[src/rtl/seqbus_pkg.sv]
// Shared definitions for the step-line address link.
// Assumes: consumers override the defaults through their own parameters.
package seqbus_pkg;

    localparam int DEF_ADDR_W = 32;
    localparam int DEF_STRIDE = 4;

    // How the encoder classifies one input cycle
    typedef enum logic [1:0] {
        K_IDLE = 2'd0,
        K_JUMP = 2'd1,
        K_STEP = 2'd2
    } xfer_kind_e;

endpackage

[src/rtl/seqbus_stride_inc.sv]
// Adds the fixed stride to an address, modulo 2^ADDR_W.
// Assumes: STRIDE is non-negative. A zero stride reduces the adder to a wire.
module seqbus_stride_inc #(
    parameter int ADDR_W = seqbus_pkg::DEF_ADDR_W,
    parameter int STRIDE = seqbus_pkg::DEF_STRIDE
) (
    input  logic [ADDR_W-1:0] base_addr,
    output logic [ADDR_W-1:0] next_addr
);

    generate
        if (STRIDE == 0) begin : g_wire
            // Zero stride: the successor is the address itself
            assign next_addr = base_addr;
        end else begin : g_add
            localparam logic [ADDR_W-1:0] STRIDE_V = ADDR_W'(STRIDE);
            // Modular add of the stride
            assign next_addr = base_addr + STRIDE_V;
        end
    endgenerate

endmodule

[src/rtl/seqbus_tx_enc.sv]
// Sender half: compares each valid address with the last valid one plus the stride.
// On a match it raises the step line and freezes the address lines.
// Otherwise it drives the full address.
// Assumes: the synchronous reset clears the reference to zero. The armed flag
// forces the first transfer after reset to go out in full.
module seqbus_tx_enc #(
    parameter int ADDR_W = seqbus_pkg::DEF_ADDR_W,
    parameter int STRIDE = seqbus_pkg::DEF_STRIDE
) (
    input  logic              clk,
    input  logic              rst_n,
    input  logic [ADDR_W-1:0] src_addr,
    input  logic              src_valid,
    output logic [ADDR_W-1:0] bus_addr,
    output logic              bus_inc,
    output logic              bus_valid
);
    import seqbus_pkg::*;

    logic [ADDR_W-1:0] ref_q;
    logic              armed_q;
    logic [ADDR_W-1:0] succ_addr;
    logic [ADDR_W-1:0] bus_addr_q;
    logic              bus_inc_q;
    logic              bus_valid_q;
    xfer_kind_e        kind;

    seqbus_stride_inc #(.ADDR_W(ADDR_W), .STRIDE(STRIDE)) u_succ (
        .base_addr (ref_q),
        .next_addr (succ_addr)
    );

    // Classify the current input cycle
    always_comb begin
        if (!src_valid)
            kind = K_IDLE;
        else if (armed_q && (src_addr == succ_addr))
            kind = K_STEP;
        else
            kind = K_JUMP;
    end

    // Update the wire-level registers and the reference address
    always_ff @(posedge clk) begin
        if (!rst_n) begin
            ref_q       <= '0;
            armed_q     <= 1'b0;
            bus_addr_q  <= '0;
            bus_inc_q   <= 1'b0;
            bus_valid_q <= 1'b0;
        end else begin
            unique case (kind)
                K_STEP: begin
                    bus_inc_q   <= 1'b1;
                    bus_valid_q <= 1'b1;
                    ref_q       <= src_addr;
                end
                K_JUMP: begin
                    bus_addr_q  <= src_addr;
                    bus_inc_q   <= 1'b0;
                    bus_valid_q <= 1'b1;
                    ref_q       <= src_addr;
                    armed_q     <= 1'b1;
                end
                default: begin
                    bus_inc_q   <= 1'b0;
                    bus_valid_q <= 1'b0;
                end
            endcase
        end
    end

    assign bus_addr  = bus_addr_q;
    assign bus_inc   = bus_inc_q;
    assign bus_valid = bus_valid_q;

    AST_FIRST_FULL: assert property (@(posedge clk) disable iff (!rst_n)
        (src_valid && !armed_q) |=> (!bus_inc && bus_addr == $past(src_addr)));
    AST_STEP_FREEZE: assert property (@(posedge clk) disable iff (!rst_n)
        bus_inc |-> (bus_valid && $stable(bus_addr)));
    AST_JUMP_DRIVES: assert property (@(posedge clk) disable iff (!rst_n)
        (src_valid && src_addr != succ_addr) |=> (!bus_inc && bus_addr == $past(src_addr)));
    AST_IDLE_QUIET: assert property (@(posedge clk) disable iff (!rst_n)
        !bus_valid |-> (!bus_inc && $stable(bus_addr)));

endmodule

[src/rtl/seqbus_rx_dec.sv]
// Receiver half: rebuilds the address from the lines. A step adds the stride
// to the held address. A full transfer copies the lines.
// Assumes: the reference starts at zero on reset, matching the sender.
module seqbus_rx_dec #(
    parameter int ADDR_W = seqbus_pkg::DEF_ADDR_W,
    parameter int STRIDE = seqbus_pkg::DEF_STRIDE
) (
    input  logic              clk,
    input  logic              rst_n,
    input  logic [ADDR_W-1:0] bus_addr,
    input  logic              bus_inc,
    input  logic              bus_valid,
    output logic [ADDR_W-1:0] dst_addr,
    output logic              dst_valid
);

    localparam logic [ADDR_W-1:0] STRIDE_CHK = ADDR_W'(STRIDE);

    logic [ADDR_W-1:0] dst_q;
    logic              vld_q;
    logic [ADDR_W-1:0] step_addr;

    seqbus_stride_inc #(.ADDR_W(ADDR_W), .STRIDE(STRIDE)) u_step (
        .base_addr (dst_q),
        .next_addr (step_addr)
    );

    // Hold or rebuild the address and delay the valid
    always_ff @(posedge clk) begin
        if (!rst_n) begin
            dst_q <= '0;
            vld_q <= 1'b0;
        end else begin
            vld_q <= bus_valid;
            if (bus_valid)
                dst_q <= bus_inc ? step_addr : bus_addr;
        end
    end

    assign dst_addr  = dst_q;
    assign dst_valid = vld_q;

    AST_STEP_ADDS: assert property (@(posedge clk) disable iff (!rst_n)
        (bus_valid && bus_inc) |=> (dst_addr == $past(dst_addr) + STRIDE_CHK));
    AST_JUMP_COPIES: assert property (@(posedge clk) disable iff (!rst_n)
        (bus_valid && !bus_inc) |=> (dst_addr == $past(bus_addr)));
    AST_IDLE_HOLDS: assert property (@(posedge clk) disable iff (!rst_n)
        !bus_valid |=> $stable(dst_addr));
    AST_VALID_LAG: assert property (@(posedge clk) disable iff (!rst_n)
        bus_valid |=> dst_valid);
    AST_IDLE_LAG: assert property (@(posedge clk) disable iff (!rst_n)
        !bus_valid |=> !dst_valid);

endmodule

[src/rtl/seqbus_inc_link.sv]
// Top: sender and receiver joined by the address lines and the step line.
// The wire-level signals are brought out so that transitions can be counted.
// Assumes: one clock domain and a zero-delay wire between the halves.
module seqbus_inc_link #(
    parameter int ADDR_W = seqbus_pkg::DEF_ADDR_W,
    parameter int STRIDE = seqbus_pkg::DEF_STRIDE
) (
    input  logic              clk,
    input  logic              rst_n,
    input  logic [ADDR_W-1:0] src_addr,
    input  logic              src_valid,
    output logic [ADDR_W-1:0] bus_addr,
    output logic              bus_inc,
    output logic              bus_valid,
    output logic [ADDR_W-1:0] dst_addr,
    output logic              dst_valid
);

    seqbus_tx_enc #(.ADDR_W(ADDR_W), .STRIDE(STRIDE)) u_tx (
        .clk       (clk),
        .rst_n     (rst_n),
        .src_addr  (src_addr),
        .src_valid (src_valid),
        .bus_addr  (bus_addr),
        .bus_inc   (bus_inc),
        .bus_valid (bus_valid)
    );

    seqbus_rx_dec #(.ADDR_W(ADDR_W), .STRIDE(STRIDE)) u_rx (
        .clk       (clk),
        .rst_n     (rst_n),
        .bus_addr  (bus_addr),
        .bus_inc   (bus_inc),
        .bus_valid (bus_valid),
        .dst_addr  (dst_addr),
        .dst_valid (dst_valid)
    );

    AST_RESET_QUIET: assert property (@(posedge clk)
        !rst_n |=> (!bus_inc && !bus_valid && !dst_valid && bus_addr == '0 && dst_addr == '0));

endmodule

[config.mk]
export PLATFORM = sky130hd
export DESIGN_NAME = seqbus_inc_link
export DESIGN_NICKNAME = d
export VERILOG_FILES = /design/src/rtl/seqbus_pkg.sv /design/src/rtl/seqbus_stride_inc.sv /design/src/rtl/seqbus_tx_enc.sv /design/src/rtl/seqbus_rx_dec.sv /design/src/rtl/seqbus_inc_link.sv
export SDC_FILE = /design/constraint.sdc
export NUM_CORES = 1
export LEC_CHECK = 0
export ABC_AREA = 1
export ABC_CLOCK_PERIOD_IN_PS = 3130
export BUFFER_PORTS_ARGS = -buffer_cell sky130_fd_sc_hd__buf_4
export CORE_MARGIN = 2
export CORE_UTILIZATION = 52
export CTS_CLUSTER_DIAMETER = 50
export CTS_CLUSTER_SIZE = 28
export DETAILED_ROUTE_END_ITERATION = 10
export PLACE_DENSITY_LB_ADDON = 0.25
export SLEW_MARGIN = 20
export SYNTH_ARGS = -nofsm -noshare
export SYNTH_HDL_FRONTEND = slang
export SYNTH_HIERARCHICAL = 1
export SYNTH_SLANG_ARGS = --single-unit
[constraint.sdc]
create_clock -name clk -period 3.13 [get_ports clk]
set_input_delay 0.313 -clock clk [delete_from_list [all_inputs] [get_ports clk]]
set_output_delay 0.313 -clock clk [all_outputs]
set_load 0.05 [all_outputs]
==> impl_metrics.csv, run 1 <==
group,metric,value,unit
cells_and_area,finalInstanceArea,7869,µm²
power_and_ir_drop,p_comb_frac,0.219,
flow_run,maxCapViolCount,0,
yosys,synthDistinctLibCells,33,
sta,setup_tns,0,ns
floorplanning,die-area,14110,µm²
power_and_ir_drop,internal-power,2.251,mW
sta,worst_slew_pin_slew,0.8169,ns
yosys,ys_top_cells_by_area,"dfxtp_1 29%, nand2_1 20%, nor2_1 14%",
critical_path,r2r.worst_path.cells,16,
clock_network,post_cts.repair.setup_buffers,0,
cells_and_area,seq_area,2004,µm²
cells_and_area,n_fill_cell,1279,
critical_path,slowest_delay,0.42,ns
yosys,syn-num-nets,1189,
yosys,ys_seq_area_frac,0.2922,
sta,rsz0062_at_grt,"no",
global_route,grt.overflow.total,0,
sta,hold_ws,0.2672,ns
critical_path,timing.rr.end,"u_tx/bus_addr[6]",
cells_and_area,multiInputGateArea,4040,µm²
critical_path,required,3.42,ns
clock_network,clock-sinks,100,
clock_network,cts.repair.resized,0,
routing,wirelength,19560,µm
power_and_ir_drop,finalPower,3.380,mW
cells_and_area,drive_above_1_share,0.1415,
yosys,syn_area,6852,µm²
cells_and_area,final_common_cell,"nand2_1",
yosys,avgSynthCellArea,5.948,µm²
sta,setup_ws,0.4195,ns
routing,vias,7002,
critical_path,r2r_slack,0.42,ns
placed_design,finalWeightedCongestion,0.9629,
routing,first_pass_iters,8,
sta,fin_skew,0.006633,ns
run_status,status,"finished clean",
critical_path,slowest_stage,"dfxtp_1",
yosys,synth_area_leader_cell,"dfxtp_1",
global_route,antenna_found_initial,0,
critical_path,crit_chain,"nand2_1, nor2_2, nand2_4, nor2_1, nand3_1, nand2_1, inv_1, nand2_1, o21ai_0, nor2_1, nand4_1, nor2_1, nand3_4, nand2_1, nand2_1, nor2_1",
clock_network,htree_levels,3,
power_and_ir_drop,power.density,429.6,nW/µm²
clock_network,hold_buffers,0,
critical_path,crit_top_cell,"nand2_1",
routing,postRouteAntennaNets,0,
clock_network,cts_root_buffer,"clkbuf_16",
clock_network,clock_path_buffers,2,
cells_and_area,nets,1262,
cells_and_area,post-route-util,0.6185,
min_path,min_path_type,"input pin to flip-flop",
floorplanning,die_x,118.8,µm
critical_path,r2r-start,"u_tx/ref_q[7]",
global_route,grt_pass1_wl,31940,µm
critical_path,startpoint,"u_tx/ref_q[7]",
power_and_ir_drop,power_frac_clock,0.346,
yosys,yosys.area.top_type_share,0.2922,
critical_path,crit_family,"simple AND/OR/NAND/NOR gates",
power_and_ir_drop,p_sw,1.129,mW
routing,wl_met2,8812,µm
sta,setup_viol,0,
placed_design,place_area,7566,µm²
power_and_ir_drop,ir_worst_vdd,227.2,µV
clock_network,cts_tree,"done",
sta,min_period,2.710,ns
clock_network,clk_pin_slew,0.07,ns
cells_and_area,layout_common_cells,"374 x nand2_1, 259 x nor2_1, 129 x inv_1",
sta,hold_viol,0,
yosys,synth_seq_cells,100,
floorplanning,start_util,0.5386,
routing,avgRoutedWirePerCell,13.95,µm
sta,slew_headroom,0.4521,
cells_and_area,instances_no_fill,1402,
cells_and_area,antenna_cells,0,
cells_and_area,synthToLayoutAreaGrowth,14.85,%
power_and_ir_drop,switching_share,0.3340,
floorplanning,ios,102,
routing,met3_length,1115,µm
sta,drv_slew,0,
critical_path,crit_buf_inv,1,
critical_path,cp-start-kind,"flip-flop",
routing,drc_errors,0,
min_path,holdPathStages,3,
placed_design,io_buffers,101,
routing,drt-initial-drc-count,665,
clock_network,clkLatencyLatePin,0.36,ns
power_and_ir_drop,leakage,3.870,nW
critical_path,timing_worst_setup_path_type,"flip-flop to flip-flop",
sta,max_freq,368.9,MHz
floorplanning,fp-row-count,41,
floorplanning,fp.coreArea,12720,µm²
sta,min_period_over_period,0.8660,
placed_design,place_inst,1386,
min_path,worstHoldEndpoint,"u_tx/ref_q[30]",
global_route,grt_start_max_net_pins,75,
yosys,synthCells,1152,
yosys,yosysWarningCount,6,
power_and_ir_drop,power_frac_seq,0.436,
routing,m1WireLength,9151,µm
min_path,hold_start,"src_addr[30]",
critical_path,cp-end-kind,"flip-flop",
critical_path,cp.arrival,3.00,ns
global_route,grt_util_all_layers,0.2824,
placed_design,dpl.hpwl,14710,µm
routing,routed_via_density,4.994,
critical_path,crit_fanout,26,
clock_network,cts_buffers,9,
placed_design,preCtsSetupSlack,0.5152,ns
global_route,grt_pass1_vias,6320,
floorplanning,die_y,118.8,µm
routing,top_layer,"met4",
==> cell usage after synthesis, drive strengths merged <==
cell type	instances
nand3b	14
nand2	382
ha	2
nor3	25
buf	36
nand3	27
xnor2	17
dfxtp	100
o21ai	46
o211ai	1
nand4	10
clkinv	3
xor2	20
and2	6
clkbuf	9
inv	131
a21oi	39
nor2	284
==> sequential cells by signal, indices dropped and copies added, names as in the netlist <==
name,flops
u_tx/ref_q,32
u_tx/bus_addr,32
u_tx/bus_valid,1
u_rx/dst_valid,1
u_rx/dst_addr,32
u_tx/bus_inc,1
u_tx/armed_q,1
==> power by group through the flow <==
stage | Combinational (mW) | Sequential [mW] | Clock, mW
2_1_floorplan | 0.348 | 1.65 | 0
6_report | 0.739 | 1.47 | 1.17
3_5_place_dp | 0.733 | 1.50 | 0
4_1_cts | 0.736 | 1.47 | 1.19
3_3_place_gp | 0.728 | 1.50 | 0
5_1_grt | 0.812 | 1.49 | 1.24
==> layer usage <==
| metal | track usage | vias to the layer above |
|---|---|---|
| met5 | 0 | - |
| met1 | 0.3893 | 3112 |
| li1 | - | 3630 |
| met2 | 0.4508 | 223 |
| met3 | 0.03813 | 37 |
| met4 | 0.1012 | 0 |
==> logic make-up (layout without fill, tap and decap cells) <==
kind of cell               Yosys count  in the layout  synth area share
buffers and inverters              179            257            0.1182
and+or+nand+nor                    748            748            0.4679
xor gates and xnor gates            37             37           0.04949
adders and majority gates            2              2          0.003652
DFF                                100            100            0.2922
AOI/OAI and AO/OA                   86             86           0.06866
==> worst max-delay path by stage <==
stage | to | slack, ns | depth (start not counted)
6_report | u_tx/bus_addr[6] | 0.42 | 16
5_1_grt | u_tx/bus_addr[1] | 0.15 | 17
4_1_cts | u_tx/bus_addr[25] | 0.50 | 17
3_5_place_dp | u_tx/bus_addr[25] | 0.52 | 17
3_3_place_gp | u_tx/bus_addr[29] | 0.55 | 17
2_1_floorplan | u_tx/bus_addr[14] | 0.92 | 18
==> worst min-delay path, stage by stage <==
cell,delay (ns)
buf_4,0.08
inv_1,0.07
a21oi_1,0.12
==> area by class of cell <==
cell class              instances  area share
multi-input cells             873      0.5134
flip-flops and latches        100      0.2547
repair buffers                107      0.1021
inverters                     134     0.06392
clock buffers                  11     0.03085
well taps                     172     0.02735
clock inverters                 5    0.007632
(Power assumes the default switching activity.)
==> run 2: changes to the inputs <==
Settings changed: RECOVER_POWER set to 25.
==> impl_metrics.csv, run 2 (same netlist as run 1, synthesis figures left out) <==
group,metric,value,unit
run_status,status,"finished clean",
flow_run,maxCapViolCount,0,
floorplanning,die_x,118.8,µm
critical_path,timing.rr.end,"u_tx/bus_addr[6]",
routing,postRouteAntennaNets,0,
power_and_ir_drop,switching_share,0.3351,
cells_and_area,drive_above_1_share,0.1228,
placed_design,place_area,7566,µm²
routing,routed_via_density,4.989,
floorplanning,ios,102,
clock_network,clk_pin_slew,0.07,ns
cells_and_area,layout_common_cells,"374 x nand2_1, 259 x nor2_1, 129 x inv_1",
critical_path,r2r-start,"u_tx/ref_q[7]",
routing,drc_errors,0,
placed_design,dpl.hpwl,14710,µm
placed_design,io_buffers,101,
power_and_ir_drop,p_sw,1.127,mW
sta,drv_slew,0,
clock_network,cts_root_buffer,"clkbuf_16",
critical_path,crit_fanout,26,
clock_network,clock_path_buffers,2,
clock_network,hold_buffers,0,
clock_network,htree_levels,3,
sta,max_freq,366.0,MHz
sta,setup_ws,0.3979,ns
cells_and_area,finalInstanceArea,7780,µm²
sta,setup_viol,0,
global_route,grt_util_all_layers,0.2824,
cells_and_area,antenna_cells,0,
cells_and_area,post-route-util,0.6115,
min_path,min_path_type,"input pin to flip-flop",
cells_and_area,final_common_cell,"nand2_1",
critical_path,startpoint,"u_tx/ref_q[7]",
global_route,antenna_found_initial,0,
routing,drt-initial-drc-count,685,
global_route,grt.overflow.total,0,
cells_and_area,instances_no_fill,1402,
clock_network,clock-sinks,100,
floorplanning,die-area,14110,µm²
routing,wirelength,19480,µm
sta,min_period_over_period,0.8729,
critical_path,crit_chain,"nand2_1, nor2_2, nand2_4, nor2_1, nand3_1, nand2_1, inv_1, nand2_1, o21ai_0, nor2_1, nand4_1, nor2_1, nand3_4, nand2_1, nand2_1, nor2_1",
critical_path,r2r_slack,0.40,ns
power_and_ir_drop,power_frac_clock,0.347,
critical_path,required,3.42,ns
power_and_ir_drop,leakage,3.778,nW
critical_path,r2r.worst_path.cells,16,
clock_network,post_cts.repair.setup_buffers,0,
critical_path,slowest_delay,0.42,ns
clock_network,cts_buffers,9,
sta,setup_tns,0,ns
routing,avgRoutedWirePerCell,13.89,µm
sta,fin_skew,0.006447,ns
sta,worst_slew_pin_slew,1.351,ns
critical_path,cp-start-kind,"flip-flop",
placed_design,preCtsSetupSlack,0.5152,ns
sta,rsz0062_at_grt,"no",
power_and_ir_drop,finalPower,3.362,mW
placed_design,finalWeightedCongestion,0.9629,
routing,vias,6995,
sta,hold_viol,0,
clock_network,clkLatencyLatePin,0.35,ns
power_and_ir_drop,ir_worst_vdd,226.4,µV
critical_path,crit_top_cell,"nand2_1",
sta,min_period,2.732,ns
floorplanning,fp.coreArea,12720,µm²
sta,hold_ws,0.2715,ns
clock_network,cts_tree,"done",
floorplanning,start_util,0.5386,
cells_and_area,synthToLayoutAreaGrowth,13.55,%
power_and_ir_drop,power.density,432.2,nW/µm²
floorplanning,die_y,118.8,µm
cells_and_area,nets,1262,
global_route,grt_pass1_wl,31940,µm
global_route,grt_pass1_vias,6320,
critical_path,cp-end-kind,"flip-flop",
power_and_ir_drop,internal-power,2.235,mW
critical_path,cp.arrival,3.02,ns
critical_path,crit_path_end,"u_tx/bus_addr[6]",
sta,slew_headroom,0.09945,
power_and_ir_drop,p_comb_frac,0.215,
routing,first_pass_iters,8,
critical_path,timing_worst_setup_path_type,"flip-flop to flip-flop",
power_and_ir_drop,power_frac_seq,0.438,
floorplanning,fp-row-count,41,
critical_path,slowest_stage,"dfxtp_1",
clock_network,cts.repair.resized,0,
placed_design,place_inst,1386,
global_route,grt_start_max_net_pins,75,
==> run 2: critical path, delay by kind of cell, from the launching register on <==
kind | cells | cell delay [ns]
compound gates | 1 | 0.11
buf+inv | 1 | 0.05
flops | 1 | 0.42
simple gates | 14 | 2.06
==> run 2: cell type report <==
cell class / count / area (µm²)
Fill cell: 1301 / 4942
Multi-Input combinational cell: 873 / 4040
Sequential cell: 100 / 2004
Timing Repair Buffer: 107 / 714.4
Inverter: 134 / 503.0
Clock buffer: 11 / 242.7
Tap cell: 172 / 215.2
Clock inverter: 5 / 60.06
==> run 2: routing by layer <==
| metal | wire length (µm) | vias to the layer above | track usage |
|---|---|---|---|
| li1 | - | 3628 | - |
| met1 | 9053 | 3075 | 0.3893 |
| met2 | 8830 | 253 | 0.4508 |
| met3 | 1108 | 39 | 0.03813 |
| met4 | 485 | 0 | 0.1012 |
| met5 | 0 | - | 0 |
==> run 2: worst min path at each step <==
stage | from | to | slack [ns] | depth (start not counted)
6_report | src_addr[24] | u_tx/ref_q[24] | 0.27 | 3
3_5_place_dp | u_tx/bus_addr[8] | u_tx/bus_addr[8] | 0.49 | 2
3_3_place_gp | u_tx/bus_addr[10] | u_tx/bus_addr[10] | 0.48 | 2
4_1_cts | src_addr[7] | u_tx/ref_q[7] | 0.26 | 3
5_1_grt | src_addr[18] | u_tx/ref_q[18] | 0.28 | 3
2_1_floorplan | u_tx/armed_q | u_tx/armed_q | 0.44 | 2
==> run 2: power groups by stage <==
stage               Clock, mW  Sequential, mW  Combinational (mW)
floorplan                   0            1.65               0.348
global placement            0            1.50               0.728
detailed placement          0            1.50               0.733
CTS                      1.19            1.47               0.736
global route             1.24            1.49               0.796
finish                   1.17            1.47               0.722
